$ cat config.mk
export PLATFORM = sky130hd
export DESIGN_NAME = host_aligner
export DESIGN_NICKNAME = d
export VERILOG_FILES = /design/src/rtl/host_aligner_pkg.sv /design/src/rtl/wr_packer.sv /design/src/rtl/rd_splitter.sv /design/src/rtl/align_err_flag.sv /design/src/rtl/host_aligner.sv
export SDC_FILE = /design/constraint.sdc
export NUM_CORES = 1
export LEC_CHECK = 0
export ABC_AREA = 1
export CAP_MARGIN = 25
export CORE_ASPECT_RATIO = 1.1
export CORE_MARGIN = 1
export CORE_UTILIZATION = 40
export DETAILED_ROUTE_END_ITERATION = 6
export HOLD_SLACK_MARGIN = 0.1
export MAX_ROUTING_LAYER = met4
export PLACE_DENSITY = 0.83
export SLEW_MARGIN = 20
export SYNTH_ARGS = -nofsm -noshare
export SYNTH_HDL_FRONTEND = slang
export SYNTH_SLANG_ARGS = --single-unit
$ cat constraint.sdc
create_clock -name clk -period 3.5 [get_ports clk]
set_clock_uncertainty 0.1 [all_clocks]
set_input_delay 0.35 -clock clk [delete_from_list [all_inputs] [get_ports clk]]
set_output_delay 0.35 -clock clk [all_outputs]
set_load 0.02 [all_outputs]
$ cat src/rtl/host_aligner_pkg.sv
package host_aligner_pkg;

    typedef enum logic {
        WR_EVEN = 1'b0,
        WR_HELD = 1'b1
    } wr_state_e;

    typedef enum logic {
        RD_EVEN = 1'b0,
        RD_HELD = 1'b1
    } rd_state_e;

endpackage

$ cat src/rtl/wr_packer.sv
module wr_packer
    import host_aligner_pkg::*;
#(
    parameter int BYTE_W = 8
) (
    input  logic                clk,
    input  logic                rst_n,
    input  logic                restart,
    input  logic                acc,
    input  logic                word,
    input  logic [2*BYTE_W-1:0] wdata,
    output logic                wr_en,
    output logic [2*BYTE_W-1:0] wr_data,
    output logic                reject,
    output logic                lane_odd
);
    localparam int WORD_W = 2 * BYTE_W;

    wr_state_e         state_q, state_d;
    logic [BYTE_W-1:0] held_q;
    logic              capture;

    always_ff @(posedge clk or negedge rst_n) begin
        if (!rst_n) begin
            state_q <= WR_EVEN;
            held_q  <= '0;
        end else if (restart) begin
            state_q <= WR_EVEN;
            held_q  <= '0;
        end else begin
            state_q <= state_d;
            if (capture) held_q <= wdata[BYTE_W-1:0];
        end
    end

    always_comb begin
        state_d = state_q;
        wr_en   = 1'b0;
        wr_data = '0;
        reject  = 1'b0;
        capture = 1'b0;
        if (acc && !restart) begin
            unique case (state_q)
                WR_EVEN: begin
                    if (word) begin
                        wr_en   = 1'b1;
                        wr_data = wdata;
                    end else begin
                        capture = 1'b1;
                        state_d = WR_HELD;
                    end
                end
                WR_HELD: begin
                    if (word) begin
                        reject = 1'b1;
                    end else begin
                        wr_en   = 1'b1;
                        wr_data = {wdata[BYTE_W-1:0], held_q};
                        state_d = WR_EVEN;
                    end
                end
                default: state_d = WR_EVEN;
            endcase
        end
    end

    assign lane_odd = (state_q == WR_HELD);

    logic unused_hi;
    assign unused_hi = ^wdata[WORD_W-1:BYTE_W];

endmodule

$ cat src/rtl/rd_splitter.sv
module rd_splitter
    import host_aligner_pkg::*;
#(
    parameter int BYTE_W = 8
) (
    input  logic                clk,
    input  logic                rst_n,
    input  logic                restart,
    input  logic                acc,
    input  logic                word,
    input  logic [2*BYTE_W-1:0] buf_data,
    output logic                rd_en,
    output logic [2*BYTE_W-1:0] rdata,
    output logic                reject,
    output logic                lane_odd
);
    localparam int WORD_W = 2 * BYTE_W;

    rd_state_e         state_q, state_d;
    logic [BYTE_W-1:0] held_q;
    logic              capture;

    always_ff @(posedge clk or negedge rst_n) begin
        if (!rst_n) begin
            state_q <= RD_EVEN;
            held_q  <= '0;
        end else if (restart) begin
            state_q <= RD_EVEN;
            held_q  <= '0;
        end else begin
            state_q <= state_d;
            if (capture) held_q <= buf_data[WORD_W-1:BYTE_W];
        end
    end

    always_comb begin
        state_d = state_q;
        rd_en   = 1'b0;
        rdata   = '0;
        reject  = 1'b0;
        capture = 1'b0;
        if (acc && !restart) begin
            unique case (state_q)
                RD_EVEN: begin
                    rd_en = 1'b1;
                    if (word) begin
                        rdata = buf_data;
                    end else begin
                        rdata   = {{BYTE_W{1'b0}}, buf_data[BYTE_W-1:0]};
                        capture = 1'b1;
                        state_d = RD_HELD;
                    end
                end
                RD_HELD: begin
                    if (word) begin
                        reject = 1'b1;
                    end else begin
                        rdata   = {{BYTE_W{1'b0}}, held_q};
                        state_d = RD_EVEN;
                    end
                end
                default: state_d = RD_EVEN;
            endcase
        end
    end

    assign lane_odd = (state_q == RD_HELD);

endmodule

$ cat src/rtl/align_err_flag.sv
module align_err_flag (
    input  logic clk,
    input  logic rst_n,
    input  logic clear,
    input  logic set,
    output logic flag
);
    always_ff @(posedge clk or negedge rst_n) begin
        if (!rst_n)     flag <= 1'b0;
        else if (clear) flag <= 1'b0;
        else if (set)   flag <= 1'b1;
    end
endmodule

$ cat src/rtl/host_aligner.sv
module host_aligner
    import host_aligner_pkg::*;
#(
    parameter int BYTE_W = 8
) (
    input  logic                clk,
    input  logic                rst_n,
    input  logic                stream_restart,
    input  logic                host_valid,
    input  logic                host_write,
    input  logic                host_word,
    input  logic [2*BYTE_W-1:0] host_wdata,
    output logic [2*BYTE_W-1:0] host_rdata,
    output logic                host_reject,
    output logic                buf_wr_en,
    output logic [2*BYTE_W-1:0] buf_wr_data,
    output logic                buf_rd_en,
    input  logic [2*BYTE_W-1:0] buf_rd_data,
    output logic                wr_lane_odd,
    output logic                rd_lane_odd,
    output logic                align_err
);
    logic wr_acc, rd_acc, wr_rej, rd_rej;

    assign wr_acc = host_valid &&  host_write;
    assign rd_acc = host_valid && !host_write;

    wr_packer #(.BYTE_W(BYTE_W)) wr_i (
        .clk      (clk),
        .rst_n    (rst_n),
        .restart  (stream_restart),
        .acc      (wr_acc),
        .word     (host_word),
        .wdata    (host_wdata),
        .wr_en    (buf_wr_en),
        .wr_data  (buf_wr_data),
        .reject   (wr_rej),
        .lane_odd (wr_lane_odd)
    );

    rd_splitter #(.BYTE_W(BYTE_W)) rd_i (
        .clk      (clk),
        .rst_n    (rst_n),
        .restart  (stream_restart),
        .acc      (rd_acc),
        .word     (host_word),
        .buf_data (buf_rd_data),
        .rd_en    (buf_rd_en),
        .rdata    (host_rdata),
        .reject   (rd_rej),
        .lane_odd (rd_lane_odd)
    );

    assign host_reject = wr_rej || rd_rej;

    align_err_flag err_i (
        .clk   (clk),
        .rst_n (rst_n),
        .clear (stream_restart),
        .set   (host_reject),
        .flag  (align_err)
    );

endmodule

======== After elaboration in Yosys (flattened, before gate mapping) ========
Index checks and enable logic that the tools add are counted.
storage, ports and cells
  register bits ........................... 19
  input bits .............................. 38
  output and inout port bits .............. 38
operators by class
  muxes and demuxes ....................... 34
  bitwise operators ....................... 2
  reductions and logical operators ........ 12
operator list
  kind                                    number
  16-bit two-way mux                      5
  16-bit one-hot mux with 2 select lines  2
  8-bit two-way mux                       5
  1-bit two-way mux                       19
  2-bit nonzero test                      5
  1-bit one-hot mux with 2 select lines   3
  1-bit logical AND                       4
  1-bit zero test                         2
  1-bit NOT                               2
  1-bit logical OR                        1

======== Longest topological paths before layout ========
Gate-level depths: netlist of run 1.
  word-level depth ........................ 7
  gate-level depth with buffers ........... 8
  depth with buffers taken out ............ 6

======== Hierarchy ========
From an unflattened synthesis of run 1, not the netlist that was laid out.
unflattened totals
  cells, all modules ...................... 240
  area total of the unflattened synthesis .. 1555.2 um^2
by module, submodules not included
  module          instances  cells an instance  area each (um^2)  seq. area each (um^2)
  wr_packer       1          138                862.1             225.2
  rd_splitter     1          92                 631.9             225.2
  align_err_flag  1          3                  32.5              25.0
  host_aligner    1          7                  28.8              0.0

======== Least setup slack after synthesis of run 1 ========
OpenSTA, ideal clock, no wires.
  path kind ............................... register -> output
  start point ............................. register wr_i.state_q, in the netlist wr_i.lane_odd
  end point ............................... output port buf_wr_en
  arrival time ............................ 1.635 ns
  data required time ...................... 3.050 ns
  path slack .............................. 1.415 ns
  cell stages (with the launch flop) ...... 7
  path buffers ............................ 2
  cell sequence ........................... dfrtp_1 buf_2 clkinv_1 buf_2 ha_1 inv_1 nor2_1
between the ends
  word-level cells in the longest chain between the ends .. 3
RTL lines
  what                                     line                RTL
  start: declaration                       wr_packer.sv:19     wr_state_e state_q, state_d;
  start signal: assignment                 wr_packer.sv:31     state_q <= state_d;
  1-bit NOT                                wr_packer.sv:43     unique case (state_q)
  1-bit one-hot mux with 2 select lines *  wr_packer.sv:43
  1-bit two-way mux *                      wr_packer.sv:42     if (acc && !restart) begin
  end: declaration                         host_aligner.sv:15  output logic buf_wr_en,
Every way passes the cells marked *; elsewhere a longest branch is shown, timed or not.

======== Final worst setup path of run 1 ========
Same ends and word-level chain as after synthesis.

==> qor.txt, run 1 <==
status: finished, violations left
failing checks: design-rule violations
Comb pwr share: 0.311
Vias per Instance: 5.11
die span in x: 57.6 um
switch share: 0.307
PnR worst setup slack: 0.767 ns
Overflow after GRT: 0
area grow syn2layout: 59.4%
RSZ-0062 raised after global routing: no
Clock Pin Slew Worst Setup and Hold Paths: 0.10 ns
gr usage total: 0.238
Worst EP arrival: 2.28 ns
Hold Crit Start: rd_i.held_q[2]
worst-margin pin slew: 0.849 ns
initial antenna violation count: 0
number of synthesized register bits: 19
R2R Setup Slk: 1.60 ns
clock sink total: 19
# rows: 21
area leader, netlist: dfrtp_1
multi-input logic area: 739 um2
routed wire length: 3840 um
CP Capture Type: primary output
post-CTS sizing: 0
Initial Util: 0.435
CTS H-tree depth: 1
vias: 1569
Worst R2R Path Depth: 5
Core Util, Final: 0.693
max_slew headroom: 0.432
Core ar.: 3130 um2
Final Wtd Congestion: 0.852
fill count: 262
Die Y-Extent: 63.1 um
CTS buffer count: 3
WP data required: 3.05 ns
most frequent cells after synthesis: nand2_1, nand3_1, a21oi_1
clk_lat worst skew: 0.29 ns
# setup viols final: 0
EDFF count, synth: 0
largest net degree at the start of global routing: 21
Fin Setup TNS: 0 ns
Post-CTS Setup Inserts: 0
clock share of power: 0.223
hold_buf cts: 0
Synth cell types: 19
cell area power density: 230 nW/um2
vias in the first global route: 1501
WL/cell: 12.5 um
FF-to-FF End: wr_i.held_q[4]
Hold Path Class: reg -> reg
fin crit share: 0.781
sequential-to-total area share from yosys stat: 0.350
type of origin of the critical path: flop
Root Driver: clkbuf_4
Gate Count Post-Synth: 198
Yosys top cell area share: 0.350
first-pass GRT wire length: 6720 um
Crit Path Category: reg -> out
Syn Area/Cell: 6.86 um2
Hold EP: rd_i.held_q[2]
hold path cells: 2
Int Pwr: 0.345 mW
worst vdd rail ir drop: 0.000140 V
CP Max Fanout: 18
Synth Flop Type: dfrtp_1
synth warn: 0
TritonCTS clock tree: done
post-detailed-route count of antenna-violating nets: 0
Syn Nets: 240
Max Cap Viol: 0
Max clock buf depth: 2
switching pwr: 0.153 mW
initial DRC count: 69
sequential power share: 0.466
Detailed Routing Iterations Pass 1: 7
final count of hold timing violations: 0
hold_ws: 0.417 ns
top post-synthesis cells by area: dfrtp_1, nand3_1, nand2_1
die area: 3630 um2
IO buf count: 75
drt drc: 2
HPWL Detailed: 2850 um
worst reg2reg startpoint: wr_i.lane_odd
Leak Pwr: 0.947 nW
Post-Place Worst Slack: 0.824 ns
I/O pin total: 76
asr flop ratio synth: 1.00
minimum clock period: 2.73 ns
nets: 316
Storage cell area: 475 um2
share of cells above drive strength 1: 0.0733
Max Slew Vio Count: 0
count leader, synth: nand2_1
n_diodes: 0
Mapped Area: 1360 um2
Fmax achieved: 366 MHz
-- cells in the final DEF, fill, tap and decap left out --
cell type        instances
nand2_4                  2
clkbuf_4                 3
o211a_1                  1
o21ai_1                  1
ha_1                     4
inv_2                    3
inv_1                   21
nor2_1                   7
o21ai_0                  9
clkinv_1                 3
nand4_1                  2
nand3_2                  2
a21oi_1                 25
clkdlybuf4s50_1         75
buf_4                    4
nand2_1                 44
clkbuf_1                 1
nand3_1                 41
dfrtp_1                 19
nor2_4                   3
nor2_2                   3
-- sequential cells by signal (all words and copies together) (netlist names) --
signal         cells
err_i.flag         1
rd_i.lane_odd      1
wr_i.lane_odd      1
wr_i.held_q        8
rd_i.held_q        8
-- stage by stage --
step | cell area (um2) | cells | power, mW
finish | 2170 | 307 | 0.498
global route | 2170 | 307 | 0.529
CTS | 2170 | 307 | 0.505
detailed placement | 2140 | 303 | 0.392
global placement | 2140 | 303 | 0.390
floorplan | 1360 | 198 | 0.307
-- logic make-up after synthesis --
logic type,count (synthesis),synth area share
compound gates,36,0.136
fa+ha+maj,4,0.0368
buf+inv,35,0.106
flops,19,0.350
simple gates,104,0.371
-- power by group through the flow --
stage	sequential, mW	clock, mW	combinational, mW
finish	0.232	0.111	0.155
global route	0.233	0.125	0.171
CTS	0.232	0.116	0.156
detailed placement	0.236	0	0.155
global placement	0.236	0	0.154
floorplan	0.238	0	0.0688
-- per-layer routing --
layer / part of all wire / track usage / wire, um / up-vias
met5: 0 / - / 0 / -
met3: 0.031 / 0.0123 / 119 / 6
met4: 0.014 / 0.0732 / 54 / 0
met1: 0.45 / 0.321 / 1730 / 726
met2: 0.50 / 0.384 / 1940 / 36
li1: - / - / - / 801
-- final cells by class --
type / count / share of cell area
multi-input cells: 144 / 0.341
clock buffers: 4 / 0.0121
inverters: 27 / 0.0468
repair buffers: 79 / 0.360
flip-flops and latches: 19 / 0.220
well taps: 34 / 0.0196
-- critical path: stages, from the launching register on --
cell and delay, ns:
dfrtp_1 0.36, clkinv_1 0.41, ha_1 0.47, inv_1 0.04, nor2_1 0.09, clkdlybuf4s50_1 0.62
-- worst max path at each step --
stage | startpoint | endpoint | cells after the start
final | wr_i.lane_odd | buf_wr_en | 5
after global routing | wr_i.lane_odd | buf_wr_en | 5
after global placement | host_write | buf_wr_data[3] | 4
after floorplan | wr_i.lane_odd | buf_wr_en | 6
after CTS | wr_i.lane_odd | buf_wr_en | 5
after detailed placement | host_valid | host_rdata[10] | 8
(Power assumes the default switching activity.)
==> run 2: changes to the inputs <==
--- a/config.mk
+++ b/config.mk
@@ -9,11 +9,11 @@
 export CAP_MARGIN = 25
 export CORE_ASPECT_RATIO = 1.1
 export CORE_MARGIN = 1
-export CORE_UTILIZATION = 40
+export CORE_UTILIZATION = 35
 export DETAILED_ROUTE_END_ITERATION = 6
 export HOLD_SLACK_MARGIN = 0.1
 export MAX_ROUTING_LAYER = met4
-export PLACE_DENSITY = 0.83
+export PLACE_DENSITY = 0.77
 export SLEW_MARGIN = 20
 export SYNTH_ARGS = -nofsm -noshare
 export SYNTH_HDL_FRONTEND = slang
==> constraint.sdc (replaced) <==
create_clock -name clk -period 2.2 [get_ports clk]
set_clock_uncertainty 0.1 [all_clocks]
set_input_delay 0.22 -clock clk [delete_from_list [all_inputs] [get_ports clk]]
set_output_delay 0.22 -clock clk [all_outputs]
set_load 0.02 [all_outputs]
==> qor.txt, run 2 (synthesis results as in run 1) <==
minimum clock period: 1.97 ns
CP Capture Type: primary output
initial DRC count: 62
clock sink total: 19
Detailed Routing Iterations Pass 1: 4
vias: 1666
gr usage total: 0.220
WP data required: 1.88 ns
Overflow after GRT: 0
Leak Pwr: 1.43 nW
Crit Path Category: in -> out
routed wire length: 4150 um
most common cell after layout, fill and taps aside: nand2_1
Initial Util: 0.369
post-detailed-route count of antenna-violating nets: 0
Worst EP arrival: 1.65 ns
worst reg2reg startpoint: wr_i.lane_odd
nets: 331
Max Slew Vio Count: 0
cell area after layout: 2370 um2
switching pwr: 0.259 mW
share of cells above drive strength 1: 0.125
drt drc: 0
type of origin of the critical path: primary input
# rows: 23
Fmax achieved: 507 MHz
IO buf count: 75
Die Y-Extent: 67.4 um
Worst R2R Path Depth: 5
fin crit share: 0.897
Vias per Instance: 4.93
switch share: 0.295
Top Registers: rd_i.held_q (8), wr_i.held_q (8)
Int Pwr: 0.620 mW
Comb pwr share: 0.305
vias in the first global route: 1491
die area: 4140 um2
most frequent cells in the layout: nand2_1, nand3_1, clkdlybuf4s50_1, a21oi_1, inv_1
worst-margin pin slew: 0.486 ns
FF-to-FF End: wr_i.held_q[4]
largest net degree at the start of global routing: 20
clk_lat worst skew: 0.26 ns
HPWL Detailed: 3110 um
Core ar.: 3680 um2
R2R Setup Slk: 0.64 ns
CTS buffer count: 3
Root Driver: clkbuf_8
Hold Path Class: in -> async
die span in x: 61.4 um
hold_buf cts: 0
max_slew headroom: 0.674
Max Cap Viol: 0
cell area power density: 371 nW/um2
Clock Pin Slew Worst Setup and Hold Paths: 0.07 ns
n_diodes: 0
TritonCTS clock tree: done
power after layout: 0.879 mW
final count of hold timing violations: 0
clock share of power: 0.275
status: complete, no violations
Final Wtd Congestion: 0.818
# setup viols final: 0
first-pass GRT wire length: 6610 um
CTS H-tree depth: 1
Placed Area: 2300 um2
RSZ-0062 raised after global routing: no
Max clock buf depth: 2
initial antenna violation count: 0
area grow syn2layout: 74.3%
I/O pin total: 76
CP Max Fanout: 8
worst vdd rail ir drop: 0.000214 V
WL/cell: 12.3 um
sequential power share: 0.421
-- run 2: cell count changes in the layout (fill, tap and decap cells not counted), sizes merged --
cell and change:
clkbuf -1, dlymetal6s2s +17, clkinv +1, clkdlybuf4s50 -35
buf +15, dlygate4sd2 +18
-- run 2: routing by layer --
metal	GRT usage	routed length, um
met1	0.257	1840
met2	0.383	1920
met3	0.0345	348
met4	0.0667	45
met5	-	0
-- run 2: per-stage QoR --
step / util / setup WS, ns / hold WS [ns] / std cells / setup TNS (ns)
floorplan: - / 0.245 / -0.176 / 198 / 0
global placement: 0.624 / -0.0673 / 0.397 / 334 / -0.921
detailed placement: 0.624 / -0.0699 / 0.398 / 334 / -0.779
CTS: 0.631 / 0.0240 / 0.200 / 338 / 0
global route: 0.643 / 0.0860 / 0.209 / 338 / 0
finish: 0.643 / 0.227 / 0.193 / 338 / 0
-- run 2: power by group through the flow --
stage / Clock, mW / Combinational (mW) / Sequential (mW)
2_1_floorplan: 0 / 0.109 / 0.379
3_3_place_gp: 0 / 0.271 / 0.376
3_5_place_dp: 0 / 0.274 / 0.376
4_1_cts: 0.248 / 0.271 / 0.370
5_1_grt: 0.265 / 0.294 / 0.371
6_report: 0.241 / 0.268 / 0.370
-- run 2: repair_timing --
| action | CTS | global route |
|---|---|---|
| setup buffers | 0 | 0 |
| gates resized for setup | 19 | 17 |
| setup endpoints to repair | 18 | 17 |
| hold endpoints to repair | 0 | 0 |
-- run 2: final cells by class --
class | count | area (um2)
clock buffers | 3 | 41.3
clock inverters | 1 | 5.00
fillers | 349 | 1320
inverters | 27 | 101
multi-input cells | 144 | 744
flip-flops and latches | 19 | 475
well taps | 50 | 62.6
repair buffers | 94 | 938
-- run 2: how the worst max path moves through the flow --
| stage | startpoint | end | slack [ns] |
|---|---|---|---|
| floorplan | wr_i.lane_odd | buf_wr_en | 0.25 |
| global placement | host_valid | host_rdata[9] | -0.07 |
| detailed placement | host_word | host_rdata[2] | -0.07 |
| CTS | host_word | buf_wr_data[14] | 0.02 |
| global route | host_valid | host_rdata[9] | 0.09 |
| finish | host_valid | host_rdata[9] | 0.23 |
-- run 2: worst max-delay path: stages --
cell             delay (ns)
clkdlybuf4s50_1        0.55
inv_2                  0.06
nor2_4                 0.11
nand2_4                0.07
nor2_4                 0.11
nand2_4                0.10
nor2_1                 0.09
dlygate4sd2_1          0.34
==> run 3: changes to the inputs <==
--- a/config.mk
+++ b/config.mk
@@ -10,6 +10,7 @@
 export CORE_ASPECT_RATIO = 1.1
 export CORE_MARGIN = 1
 export CORE_UTILIZATION = 35
+export CTS_CLUSTER_DIAMETER = 40
 export DETAILED_ROUTE_END_ITERATION = 6
 export HOLD_SLACK_MARGIN = 0.1
 export MAX_ROUTING_LAYER = met4
==> results of run 3 <==
Same layout as run 2: the final DEF is identical, and so are final timing and power.
